===== src/rtl/lcx_pkg.sv =====
package lcx_pkg;

    localparam int CODE_W = 16;
    localparam int LC_NUM = 6;

    typedef enum logic [2:0] {
        LC_BLANK = 3'd0,
        LC_TEST  = 3'd1,
        LC_DEV   = 3'd2,
        LC_PROD  = 3'd3,
        LC_RMA   = 3'd4,
        LC_SCRAP = 3'd5
    } lc_idx_e;

    // Sparse FSM encoding; any other value is treated as corruption
    typedef enum logic [5:0] {
        F_WAIT = 6'b010101,
        F_IDLE = 6'b101001,
        F_CNTW = 6'b110010,
        F_STW  = 6'b001110,
        F_DONE = 6'b011011,
        F_ESC  = 6'b100110
    } fsm_e;

    typedef enum logic [1:0] {
        VD_OK  = 2'd0,
        VD_CNT = 2'd1,
        VD_ARC = 2'd2,
        VD_TOK = 2'd3
    } verdict_e;

    typedef struct packed {
        logic dbg;
        logic func;
        logic key;
    } lc_en_t;

    function automatic logic [CODE_W-1:0] idx2code(input lc_idx_e idx);
        logic [CODE_W-1:0] c;
        unique case (idx)
            LC_BLANK: c = 16'h5A1E;
            LC_TEST:  c = 16'hA3C5;
            LC_DEV:   c = 16'h3C96;
            LC_PROD:  c = 16'hC969;
            LC_RMA:   c = 16'h96F0;
            LC_SCRAP: c = 16'h6F0F;
            default:  c = '0;
        endcase
        return c;
    endfunction

    function automatic lc_en_t idx2en(input lc_idx_e idx);
        lc_en_t e;
        unique case (idx)
            LC_TEST: e = '{dbg: 1'b1, func: 1'b0, key: 1'b0};
            LC_DEV:  e = '{dbg: 1'b0, func: 1'b1, key: 1'b0};
            LC_PROD: e = '{dbg: 1'b0, func: 1'b1, key: 1'b1};
            LC_RMA:  e = '{dbg: 1'b1, func: 1'b1, key: 1'b1};
            default: e = '{dbg: 1'b0, func: 1'b0, key: 1'b0};
        endcase
        return e;
    endfunction

endpackage


===== src/rtl/lcx_code_decode.sv =====
module lcx_code_decode
    import lcx_pkg::*;
(
    input  logic [CODE_W-1:0] code,
    output logic              valid,
    output lc_idx_e           idx
);

    always_comb begin
        valid = 1'b0;
        idx   = LC_BLANK;
        for (int i = 0; i < LC_NUM; i++) begin
            if (code == idx2code(lc_idx_e'(i))) begin
                valid = 1'b1;
                idx   = lc_idx_e'(i);
            end
        end
    end

endmodule


===== src/rtl/lcx_arc_check.sv =====
module lcx_arc_check
    import lcx_pkg::*;
#(
    parameter int TOKEN_W = 32,
    parameter int CNT_MAX = 16,
    parameter int CNT_W   = $clog2(CNT_MAX + 1)
) (
    input  lc_idx_e            cur_idx,
    input  logic [CNT_W-1:0]   cur_count,
    input  logic               tgt_valid,
    input  lc_idx_e            tgt_idx,
    input  logic [TOKEN_W-1:0] req_token,
    input  logic [TOKEN_W-1:0] exp_token,
    output verdict_e           verdict
);

    localparam logic [CNT_W-1:0] CNT_LIMIT = CNT_W'(CNT_MAX);

    logic legal;
    logic cond;

    always_comb begin
        legal = 1'b0;
        unique case (cur_idx)
            LC_BLANK: legal = (tgt_idx == LC_TEST)  || (tgt_idx == LC_SCRAP);
            LC_TEST:  legal = (tgt_idx == LC_DEV)   || (tgt_idx == LC_PROD) ||
                              (tgt_idx == LC_SCRAP);
            LC_DEV:   legal = (tgt_idx == LC_PROD)  || (tgt_idx == LC_RMA)  ||
                              (tgt_idx == LC_SCRAP);
            LC_PROD:  legal = (tgt_idx == LC_RMA)   || (tgt_idx == LC_SCRAP);
            LC_RMA:   legal = (tgt_idx == LC_SCRAP);
            default:  legal = 1'b0;
        endcase
        legal = legal && tgt_valid;
        cond  = !((cur_idx == LC_BLANK && tgt_idx == LC_TEST) || (tgt_idx == LC_SCRAP));
    end

    always_comb begin
        if (cur_count >= CNT_LIMIT) begin
            verdict = VD_CNT;
        end else if (!legal) begin
            verdict = VD_ARC;
        end else if (cond && (req_token != exp_token)) begin
            verdict = VD_TOK;
        end else begin
            verdict = VD_OK;
        end
    end

endmodule


===== src/rtl/lcx_ctrl.sv =====
module lcx_ctrl
    import lcx_pkg::*;
#(
    parameter int TOKEN_W = 32,
    parameter int CNT_MAX = 16,
    localparam int CNT_W  = $clog2(CNT_MAX + 1)
) (
    input  logic               clk,
    input  logic               rst_n,
    input  logic               init_req,
    input  logic               pers_valid,
    input  logic [15:0]        pers_state,
    input  logic [CNT_W-1:0]   pers_count,
    input  logic               pers_err,
    output logic               init_ack,
    input  logic               req_start,
    input  logic [15:0]        req_target,
    input  logic [TOKEN_W-1:0] req_token,
    input  logic [TOKEN_W-1:0] exp_token,
    output logic               prog_req,
    output logic [15:0]        prog_state,
    output logic [CNT_W-1:0]   prog_count,
    input  logic               prog_ack,
    input  logic               prog_err,
    input  logic               esc_in,
    output logic               esc_en,
    output logic               dbg_en,
    output logic               func_en,
    output logic               key_en,
    output logic [15:0]        cur_state,
    output logic [CNT_W-1:0]   cur_count,
    output logic               st_ready,
    output logic               st_busy,
    output logic               st_ok,
    output logic               st_cnt_err,
    output logic               st_trans_err,
    output logic               st_tok_err,
    output logic               st_prog_err,
    output logic               st_state_err,
    output logic               st_data_err,
    output logic               alert_prog,
    output logic               alert_state
);

    localparam logic [CNT_W-1:0] CNT_LIMIT = CNT_W'(CNT_MAX);

    fsm_e             fsm_q, fsm_d;
    lc_idx_e          cur_idx_q, tgt_idx_q;
    logic [CNT_W-1:0] cnt_q, pcnt_q;
    logic [15:0]      pstate_q;
    logic             valid_q;

    logic    pers_code_ok, tgt_code_ok, pers_ok;
    lc_idx_e pers_idx, tgt_idx;
    verdict_e verdict;

    // event strobes from the next-state logic
    logic ev_init_ok, ev_init_bad, ev_acc, ev_cnt_err, ev_arc_err, ev_tok_err;
    logic ev_cnt_done, ev_done, ev_prog_fail, ev_fsm_bad;

    lcx_code_decode u_pers_dec (
        .code  (pers_state),
        .valid (pers_code_ok),
        .idx   (pers_idx)
    );

    lcx_code_decode u_tgt_dec (
        .code  (req_target),
        .valid (tgt_code_ok),
        .idx   (tgt_idx)
    );

    lcx_arc_check #(
        .TOKEN_W (TOKEN_W),
        .CNT_MAX (CNT_MAX),
        .CNT_W   (CNT_W)
    ) u_arc (
        .cur_idx   (cur_idx_q),
        .cur_count (cnt_q),
        .tgt_valid (tgt_code_ok),
        .tgt_idx   (tgt_idx),
        .req_token (req_token),
        .exp_token (exp_token),
        .verdict   (verdict)
    );

    assign pers_ok = pers_code_ok && (pers_count <= CNT_LIMIT);

    // next-state logic
    always_comb begin
        fsm_d        = fsm_q;
        ev_init_ok   = 1'b0;
        ev_init_bad  = 1'b0;
        ev_acc       = 1'b0;
        ev_cnt_err   = 1'b0;
        ev_arc_err   = 1'b0;
        ev_tok_err   = 1'b0;
        ev_cnt_done  = 1'b0;
        ev_done      = 1'b0;
        ev_prog_fail = 1'b0;
        ev_fsm_bad   = 1'b0;
        if (esc_in) begin
            fsm_d = F_ESC;
        end else begin
            unique case (fsm_q)
                F_WAIT: begin
                    if (init_req && pers_valid) begin
                        if (pers_ok) begin
                            fsm_d      = F_IDLE;
                            ev_init_ok = 1'b1;
                        end else begin
                            fsm_d       = F_ESC;
                            ev_init_bad = 1'b1;
                        end
                    end
                end
                F_IDLE: begin
                    if (req_start) begin
                        unique case (verdict)
                            VD_OK:  begin fsm_d = F_CNTW; ev_acc     = 1'b1; end
                            VD_CNT: begin fsm_d = F_DONE; ev_cnt_err = 1'b1; end
                            VD_ARC: begin fsm_d = F_DONE; ev_arc_err = 1'b1; end
                            VD_TOK: begin fsm_d = F_DONE; ev_tok_err = 1'b1; end
                            default: begin fsm_d = F_DONE; ev_arc_err = 1'b1; end
                        endcase
                    end
                end
                F_CNTW: begin
                    if (prog_ack) begin
                        if (prog_err) begin
                            fsm_d        = F_ESC;
                            ev_prog_fail = 1'b1;
                        end else begin
                            fsm_d       = F_STW;
                            ev_cnt_done = 1'b1;
                        end
                    end
                end
                F_STW: begin
                    if (prog_ack) begin
                        if (prog_err) begin
                            fsm_d        = F_ESC;
                            ev_prog_fail = 1'b1;
                        end else begin
                            fsm_d   = F_DONE;
                            ev_done = 1'b1;
                        end
                    end
                end
                F_DONE: fsm_d = F_DONE;
                F_ESC:  fsm_d = F_ESC;
                default: begin
                    fsm_d      = F_ESC;
                    ev_fsm_bad = 1'b1;
                end
            endcase
        end
    end

    // state register and datapath
    always_ff @(posedge clk or negedge rst_n) begin
        if (!rst_n) begin
            fsm_q     <= F_WAIT;
            cur_idx_q <= LC_BLANK;
            tgt_idx_q <= LC_BLANK;
            cnt_q     <= '0;
            pcnt_q    <= '0;
            pstate_q  <= '0;
            valid_q   <= 1'b0;
        end else begin
            fsm_q <= fsm_d;
            if (ev_init_ok) begin
                cur_idx_q <= pers_idx;
                cnt_q     <= pers_count;
                valid_q   <= 1'b1;
            end
            if (ev_acc) begin
                tgt_idx_q <= tgt_idx;
                pcnt_q    <= cnt_q + 1'b1;
                pstate_q  <= idx2code(cur_idx_q);
            end
            if (ev_cnt_done) begin
                cnt_q    <= pcnt_q;
                pstate_q <= idx2code(tgt_idx_q);
            end
            if (ev_done) begin
                cur_idx_q <= tgt_idx_q;
            end
        end
    end

    // status, alerts and escalation
    always_ff @(posedge clk or negedge rst_n) begin
        if (!rst_n) begin
            st_ok        <= 1'b0;
            st_cnt_err   <= 1'b0;
            st_trans_err <= 1'b0;
            st_tok_err   <= 1'b0;
            st_prog_err  <= 1'b0;
            st_state_err <= 1'b0;
            st_data_err  <= 1'b0;
            alert_prog   <= 1'b0;
            alert_state  <= 1'b0;
            init_ack     <= 1'b0;
            esc_en       <= 1'b0;
        end else begin
            st_ok        <= st_ok        | ev_done;
            st_cnt_err   <= st_cnt_err   | ev_cnt_err;
            st_trans_err <= st_trans_err | ev_arc_err;
            st_tok_err   <= st_tok_err   | ev_tok_err;
            st_prog_err  <= st_prog_err  | ev_prog_fail;
            st_state_err <= st_state_err | ev_init_bad | ev_fsm_bad;
            st_data_err  <= pers_err;
            alert_prog   <= ev_prog_fail;
            alert_state  <= ev_init_bad | ev_fsm_bad;
            init_ack     <= ev_init_ok;
            esc_en       <= esc_en | esc_in;
        end
    end

    // outputs
    always_comb begin
        lc_en_t en;
        en = idx2en(cur_idx_q);
        st_ready   = (fsm_q == F_IDLE);
        st_busy    = (fsm_q == F_CNTW) || (fsm_q == F_STW);
        prog_req   = st_busy;
        prog_state = pstate_q;
        prog_count = pcnt_q;
        dbg_en     = st_ready && en.dbg;
        func_en    = st_ready && en.func;
        key_en     = st_ready && en.key;
        cur_state  = valid_q ? idx2code(cur_idx_q) : '0;
        cur_count  = valid_q ? cnt_q : '0;
    end

endmodule


===== config.mk =====
export PLATFORM = sky130hd
export DESIGN_NAME = lcx_ctrl
export DESIGN_NICKNAME = d
export VERILOG_FILES = /design/src/rtl/lcx_pkg.sv /design/src/rtl/lcx_code_decode.sv /design/src/rtl/lcx_arc_check.sv /design/src/rtl/lcx_ctrl.sv
export SDC_FILE = /design/constraint.sdc
export NUM_CORES = 1
export LEC_CHECK = 0
export CAP_MARGIN = 20
export CORE_MARGIN = 2
export CORE_UTILIZATION = 60
export DETAILED_ROUTE_END_ITERATION = 8
export DONT_BUFFER_PORTS = 1
export PLACE_DENSITY = 0.84
export SLEW_MARGIN = 10
export SYNTH_ARGS = -nofsm -noshare
export SYNTH_HDL_FRONTEND = slang
export SYNTH_SLANG_ARGS = --single-unit

===== constraint.sdc =====
create_clock -name clk -period 3 [get_ports clk]
set_input_delay 0.6 -clock clk [delete_from_list [all_inputs] [get_ports clk]]
set_output_delay 0.6 -clock clk [all_outputs]
set_load 0.005 [all_outputs]

---- Word-level counts from Yosys, hierarchy flattened ----
Index checks and enable logic that the tools add are counted.
operators by class
  $add $sub $neg .......................... 1
  magnitude comparators ................... 2
  equality and inequality tests ........... 41
  mux-type cells .......................... 83
  bitwise logic cells ..................... 9
  reductions and logical operators ........ 27
operator list
  kind                    count
  $pmux W16 S6            2
  $eq A16 B16 Y1 const B  6
  $eq A16 B15 Y1 const B  4
  $mux W1                 50
  $mux W16                3
  $mux W6                 7
  $eq A16 B14 Y1 const B  2
  $ne A32 B32 Y1          1
  $pmux W6 S5             1
  $eq A3 B2 Y1 const B    6
  $eq A3 B3 Y1 const B    6
  $eq A6 B6 Y1 const B    3
  $mux W3                 6
  $mux W5                 3
  $mux W2                 7
  $eq A6 B5 Y1 const B    2
  $ne A3 B3 Y1 const B    4
  $pmux W3 S4             1
  $pmux W6 S2             1
  $eq A3 B1 Y1 const B    3
  $or A1 B1 Y1            9
  $logic_and A1 B1 Y1     8
  $logic_or A1 B1 Y1      8
  $eq A6 B4 Y1 const B    1
  15 further kinds        19
word-level totals
  register bits ........................... 50
  bits of input ports ..................... 110
  output and inout port bits .............. 59

---- Logic depth before layout (Yosys ltp) ----
Gate-level depths: netlist of run 1.
  word-level depth ........................ 21
  gate-level depth with buffers ........... 10
  depth with buffers taken out ............ 7

---- Modules after synthesis ----
From an unflattened synthesis of run 1, not the netlist that was laid out.
unflattened totals
  cell total of the unflattened synthesis .. 439
  area, all modules ....................... 3,804.9 um2
modules (own cells, without submodules)
  module           instances  cells an instance  area an instance (um2)
  lcx_ctrl         1          318                2,886.5
  lcx_code_decode  2          31                 234.0
  lcx_arc_check    1          59                 450.4

---- Worst setup path after synthesis of run 1 ----
No wires, ideal clock.
  path kind ............................... input to register
  start point ............................. input pers_state[1]
  end point ............................... register cur_idx_q[1]
  data arrival time ....................... 2.573 ns
  slack ................................... 0.302 ns
  stages on the path ...................... 7
  cell sequence ........................... and3b_1 nand3b_1 o32ai_1 nor3_1 nor4_4 mux2_2 mux2_2
between the ends
  longest elaborated chain between the ends .. 13
RTL lines
  what                          RTL line               source
  from (decl)                   lcx_ctrl.sv:12         input logic [15:0] pers_state,
  $eq A16 B15 Y1                lcx_code_decode.sv:13  if (code == idx2code(lc_idx_e'(i))) begin
  $mux W1 (6 in a row)          lcx_code_decode.sv:13
  $logic_and A1 B1 Y1           lcx_ctrl.sv:87         assign pers_ok = pers_code_ok && (pers_count <= CNT_LIMIT);
  $mux W1                       lcx_ctrl.sv:108        if (pers_ok) begin
  $mux W1                       lcx_ctrl.sv:107        if (init_req && pers_valid) begin
  $mux W1                       lcx_ctrl.sv:105        unique case (fsm_q)
  $mux W1                       lcx_ctrl.sv:102        if (esc_in) begin
  $reduce_bool A2 Y1 (no line)  n/a
  to (signal assigned)          lcx_ctrl.sv:173        cur_idx_q <= pers_idx;
  to (signal assigned)          lcx_ctrl.sv:187        cur_idx_q <= tgt_idx_q;
  to (decl)                     lcx_ctrl.sv:48         lc_idx_e cur_idx_q, tgt_idx_q;
Parallel ways exist; a longest one is shown, timed or not. The select of a mux whose other input is x is not followed.
A chain may end at the register's enable or synchronous reset.

---- Final worst setup path of run 1 ----
  start point ............................. register fsm_q[1]
  end point ............................... register tgt_idx_q[1]
between the ends
  longest elaborated chain between the ends .. 3
RTL lines
  what                    RTL line         source
  from (decl)             lcx_ctrl.sv:47   fsm_e fsm_q, fsm_d;
  from (signal assigned)  lcx_ctrl.sv:171  fsm_q <= fsm_d;
  $eq A6 B6 Y1            lcx_ctrl.sv:105
  $mux W1                 lcx_ctrl.sv:105
  $mux W1                 lcx_ctrl.sv:102
  to (signal assigned)    lcx_ctrl.sv:178  tgt_idx_q <= tgt_idx;
  to (decl)               lcx_ctrl.sv:48
Every way passes these cells.

==> results of run 1 <==
layout by cell type, fill, tap and decap left out, types with 7 or more instances in the layout:
cell      instances
and2_1           10
nor2_1           31
xnor2_1          36
mux2_2            7
nor3_1            9
nor2b_1           8
inv_1            12
nand3_1          12
a31oi_1           7
a21oi_1          15
buf_4            12
o21ai_0          22
nand2_1          38
mux2i_1           9
dfrtp_1          43
nand4_1          19
nand2b_1          9
critical path: cells and delay by family, from the launching register on:
family        cells  cell delay (ns)
flops             1             0.52
simple gates      6             1.66
mux               1             0.39
per-stage QoR:
step	area [um^2]	hold WS, ns	std cells	worst slack, ns
2_1_floorplan	3656	0.3044	418	0.3024
3_3_place_gp	3672	0.3055	479	0.2961
3_5_place_dp	3672	0.3055	479	0.2014
4_1_cts	3799	0.1295	488	0.3508
5_1_grt	3799	0.1199	488	0.1840
6_report	3799	0.1272	488	0.3120
registers in the layout (all words and copies together), names as in the netlist, 3 cells and up:
signal / count
prog_state: 12
fsm_q: 6
cnt_q: 5
prog_count: 5
cur_idx_q: 3
tgt_idx_q: 3
how the worst max path moves through the flow:
stage | start | endpoint | slack, ns | cells past startpoint
after global routing | fsm_q[1]$_DFFE_PN0P_ | prog_state[1]$_DFFE_PN0P_ | 0.18 | 8
final | fsm_q[1]$_DFFE_PN0P_ | tgt_idx_q[1]$_DFFE_PN0P_ | 0.31 | 7
after floorplan | pers_state[1] | cur_idx_q[1]$_DFFE_PN0P_ | 0.30 | 7
after global placement | req_target[4] | prog_state[7]$_DFFE_PN0P_ | 0.30 | 8
after CTS | fsm_q[1]$_DFFE_PN0P_ | tgt_idx_q[1]$_DFFE_PN0P_ | 0.35 | 7
after detailed placement | req_target[4] | tgt_idx_q[1]$_DFFE_PN0P_ | 0.20 | 7
cell type report:
cell class	count	area [um^2]
Inverter	12	45.04
Tap cell	75	93.84
Timing Repair Buffer	13	110.1
Fill cell	460	2122
Sequential cell	46	1155
Multi-Input combinational cell	334	2288
Clock inverter	1	30.03
Clock buffer	7	76.32
logic make-up (layout without fill, tap and decap cells):
family / after synthesis / after routing / synth area share
xor gates and xnor gates: 39 / 39 / 0.09343
DFF: 46 / 46 / 0.3159
muxes: 16 / 16 / 0.04620
and+or+nand+nor: 191 / 191 / 0.3131
adders and majority gates: 2 / 2 / 0.006844
buffers and inverters: 38 / 33 / 0.05818
AOI/OAI and AO/OA: 86 / 86 / 0.1663
metal layers:
| metal | GRT usage | vias to the layer above |
|---|---|---|
| li1 | - | 1521 |
| met1 | 0.3602 | 1563 |
| met2 | 0.4870 | 206 |
| met3 | 0.05934 | 18 |
| met4 | 0.07667 | 0 |
| met5 | 0 | - |
power groups by stage:
stage,registers [uW],clock network (uW),logic [uW]
after floorplan,636,0,70.1
after global placement,636,0,73.1
after detailed placement,636,0,75.2
after CTS,624,458,90.1
after global routing,624,485,101
final,624,457,89.1
==> metrics.cfg, run 1 <==
[status]
status = finished clean

[logic_synthesis]
async_reset_ff_frac = 1.000
yosys_warnings = 0
syn_avg_cell_area_um2 = 8.746
yosys-top-cells-count = dfrtp_1 (43), nand2_1 (38), xnor2_1 (36)
yosysTopAreaCellShare = 0.2943
syn-num-nets = 530
yosysUniqueCellTypes = 72
synth_edf_count = 0
synth_area_um2 = 3656
synth_area_leaders = dfrtp_1 (29%), xnor2_1 (8.6%), nand2_1 (3.9%), nand4_1 (3.3%), nor2_1 (3.2%)
synth-seq-cells = 46
yosysMostFrequentCell = dfrtp_1
synth_cells = 418
synth_flop_cell = dfrtp_1
synth.yosys.seq_area_share = 0.3159
yosys.area.top_type = dfrtp_1

[grt]
grt_max_degree = 44
antenna_found_initial = 0
grt_usage = 0.2834
grt_pass1_wl_um = 14700
grt_pass1_vias = 3110
gr-total-overflow = 0

[pwr]
p_int_uw = 923.8
power_density_nw_per_um2 = 308.0
swShare = 0.2105
power_frac_clock = 0.391
vdd_drop_max_mv = 0.1842
power.leakage_uw = 0.001455
switchingPower_uw = 246.3
power_uw = 1170
pwr-share-seq = 0.533
pwr-share-comb = 0.076

[floorplanning]
core_um2 = 5921
initial_utilization = 0.6175
die_w_um = 82.06
num_rows = 28
die_h_um = 82.06
dieArea_um2 = 6734
ios = 169

[routing]
highest_layer = met4
wl_met3_um = 964
wl_per_cell_um = 19.63
vias_per_cell = 6.779
drc = 0
wl_met2_um = 4805
drt-total-wl_um = 9581
antenna_left = 0
drt_iter0_markers = 294
wl_met1_um = 3661
vias = 3308
drt_first_pass_iters = 5

[setup_path]
slowest_delay_ns = 0.52
cp_max_fo = 11
slowest_stage = dfrtp_1
r2r_end = tgt_idx_q[1]$_DFFE_PN0P_
r2r.worst_path.cells = 7
cp_cell_sequence = nand2b_1 -> or2_1 -> nor4b_4 -> nand2_2 -> or2_1 -> nor2_2 -> mux2_2
cp.arrival_ns = 2.87
crit_top_cell = or2_1
start_kind = register
cp.required_ns = 3.18
critPathKind = reg -> reg
ff2ff_setup_slack_ns = 0.31
r2r-start = fsm_q[1]$_DFFE_PN0P_
worstSetupEndpointType = register

[flow_run]
max_cap_viol_count = 0

[cells_and_area]
num_antenna_cells = 0
final_nets = 524
drive_above_1_share = 0.1186
synthToLayoutAreaGrowth_pct = 3.901
fin_util = 0.6416

[clock_network]
ctsResizeCount = 0
cts_buffers = 5
cts_hold_buf = 1
clk_pin_slew_ns = 0.09
cts_root_buffer = clkbuf_8
htreeDepth = 2
clock_sinks = 46
clock_latency_ns = 0.30
postCtsSetupBuffers = 0
cts.path.max_buffers = 2
cts_tree = done

[timing]
fin_tns_setup_ns = 0
tightest_slew_ns = 0.5552
period_share = 0.8960
slew_viol_final = 0
finalClockSkew_ns = 0.01033
hold_viol_final = 0
slew_headroom = 0.6299
fmaxAchievable_mhz = 372.0
setup_viol = 0
rsz0062_at_grt = no
period_needed_ns = 2.688

[placement]
dp_hpwl_um = 7415
port_buffers = 0
place.gp.congestion = 0.9192

[worst_hold_path]
hold_path_class = in -> async

Note: power is estimated with default switching activity, not from simulation.
==> run 2: changes to the inputs <==
SLEW_MARGIN = 20   (was 10)
clock period = 3.4 ns   (was 3 ns; I/O delays follow)
==> metrics.cfg, run 2 (same netlist as run 1, synthesis figures left out) <==
[setup_path]
r2r-start = fsm_q[2]$_DFFE_PN1P_
critPathKind = reg -> reg
worst-path-buf-inv = 0
cp_max_fo = 8
cp.required_ns = 3.59
startpoint = fsm_q[2]$_DFFE_PN1P_
worstSetupEndpointType = register
crit_cells = 7
slowest_stage = dfstp_2
slowest_delay_ns = 0.62
r2r.worst_path.cells = 7
ff2ff_setup_slack_ns = 0.68
cp.arrival_ns = 2.91
crit_family = compound AO/OA/AOI/OAI gates
cp_cell_sequence = nand4bb_1 -> or2_1 -> a2bb2oi_1 -> o31ai_1 -> a211oi_1 -> nand2_1 -> o32a_1
r2r_end = fsm_q[5]$_DFFE_PN0P_
crit_path_end = fsm_q[5]$_DFFE_PN0P_
start_kind = register

[clock_network]
cts_tree = done
clock_latency_ns = 0.31
clk_pin_slew_ns = 0.10
clock_sinks = 46
cts_buffers = 5
postCtsSetupBuffers = 0
htreeDepth = 2
cts_hold_buf = 0
cts_root_buffer = clkbuf_8
cts.path.max_buffers = 2
ctsResizeCount = 0

[timing]
setup_viol = 0
slew_headroom = 0.4850
hold_viol_final = 0
fin_tns_setup_ns = 0
rsz0062_at_grt = no
fin_ws_ns = 0.6782
period_share = 0.8005
tightest_slew_ns = 0.7696
finalClockSkew_ns = 0.01602
slew_viol_final = 0
period_needed_ns = 2.722
fmaxAchievable_mhz = 367.4
hold_slack_ns = 0.05291

[routing]
wl_per_cell_um = 19.57
vias = 3278
drt-total-wl_um = 9374
drc = 0
vias_per_cell = 6.843
antenna_left = 0
drt_first_pass_iters = 5
drt_iter0_markers = 282

[grt]
gr-total-overflow = 0
grt_pass1_wl_um = 14120
antenna_found_initial = 0
grt_max_degree = 47
grt_usage = 0.2722
grt_pass1_vias = 2974

[status]
status = finished clean

[placement]
place.gp.congestion = 0.8870
dp_hpwl_um = 7302
place_ws_ns = 0.4046
port_buffers = 0

[cells_and_area]
fin_util = 0.6304
layout_commonest_cell = dfrtp_1
most-common-layout-cells = dfrtp_1 (43), nand2_1 (38), xnor2_1 (36)
synthToLayoutAreaGrowth_pct = 2.088
num_antenna_cells = 0
final_nets = 516
largest_register_ffs = 12
drive_above_1_share = 0.1040

[pwr]
power_frac_clock = 0.409
p_int_uw = 827.3
vdd_drop_max_mv = 0.1729
pwr-share-comb = 0.063
swShare = 0.2063
pwr-share-seq = 0.528
power.leakage_uw = 0.001417
power_density_nw_per_um2 = 279.3
switchingPower_uw = 215.0

[flow_run]
max_cap_viol_count = 0

[floorplanning]
die_h_um = 82.06
die_w_um = 82.06
core_um2 = 5921
initial_utilization = 0.6175
num_rows = 28
dieArea_um2 = 6734
ios = 169

[worst_hold_path]
hold_path_class = in -> async

==> run 2: final cells by class <==
type                       count  area [um^2]
fill                         473         2188
multi-input combinational    334         2288
tap                           75        93.84
clock inverter                 1        30.03
clock buffer                   6        82.58
timing repair buffer           5        37.54
sequential                    46         1155
inverter                      12        45.04
==> run 2: worst min path at each step <==
stage          start                   endpoint  slack [ns]
2_1_floorplan  rst_n       alert_prog$_DFF_PN0_        0.38
3_3_place_gp   rst_n  prog_state[8]$_DFFE_PN0P_        0.39
3_5_place_dp   rst_n  prog_state[8]$_DFFE_PN0P_        0.39
4_1_cts        rst_n  prog_state[8]$_DFFE_PN0P_        0.05
5_1_grt        rst_n  prog_state[8]$_DFFE_PN0P_        0.04
6_report       rst_n  prog_state[8]$_DFFE_PN0P_        0.05
==> run 2: metrics by stage <==
step / power [uW] / cells / instance area [um^2]
3_5_place_dp: 627.0 / 472 / 3620
3_3_place_gp: 624.8 / 472 / 3620
2_1_floorplan: 622.8 / 418 / 3656
6_report: 1042 / 479 / 3732
4_1_cts: 1046 / 479 / 3732
5_1_grt: 1076 / 479 / 3732
==> run 2: per-layer routing <==
metal	vias up	global-route usage	part of all wire	wire length, um
li1	1504	-	-	-
met1	1558	0.3448	0.39	3619
met2	202	0.4846	0.51	4765
met3	14	0.05385	0.098	914
met4	0	0.04667	0.0079	74
met5	-	0	0	0
==> run 2: worst register-to-register path, cell delays in order (launching register included) <==
cell and delay, ns:
dfstp_2 0.62, nand4bb_1 0.16, or2_1 0.35, a2bb2oi_1 0.31
o31ai_1 0.16, a211oi_1 0.52, nand2_1 0.13, o32a_1 0.35
==> run 2: power by group through the flow <==
stage | logic [uW] | registers (uW) | clock network [uW]
CTS | 65.8 | 551 | 430
global route | 72.6 | 551 | 453
floorplan | 61.9 | 561 | 0
finish | 65.5 | 551 | 426
global placement | 63.3 | 562 | 0
detailed placement | 65.4 | 562 | 0
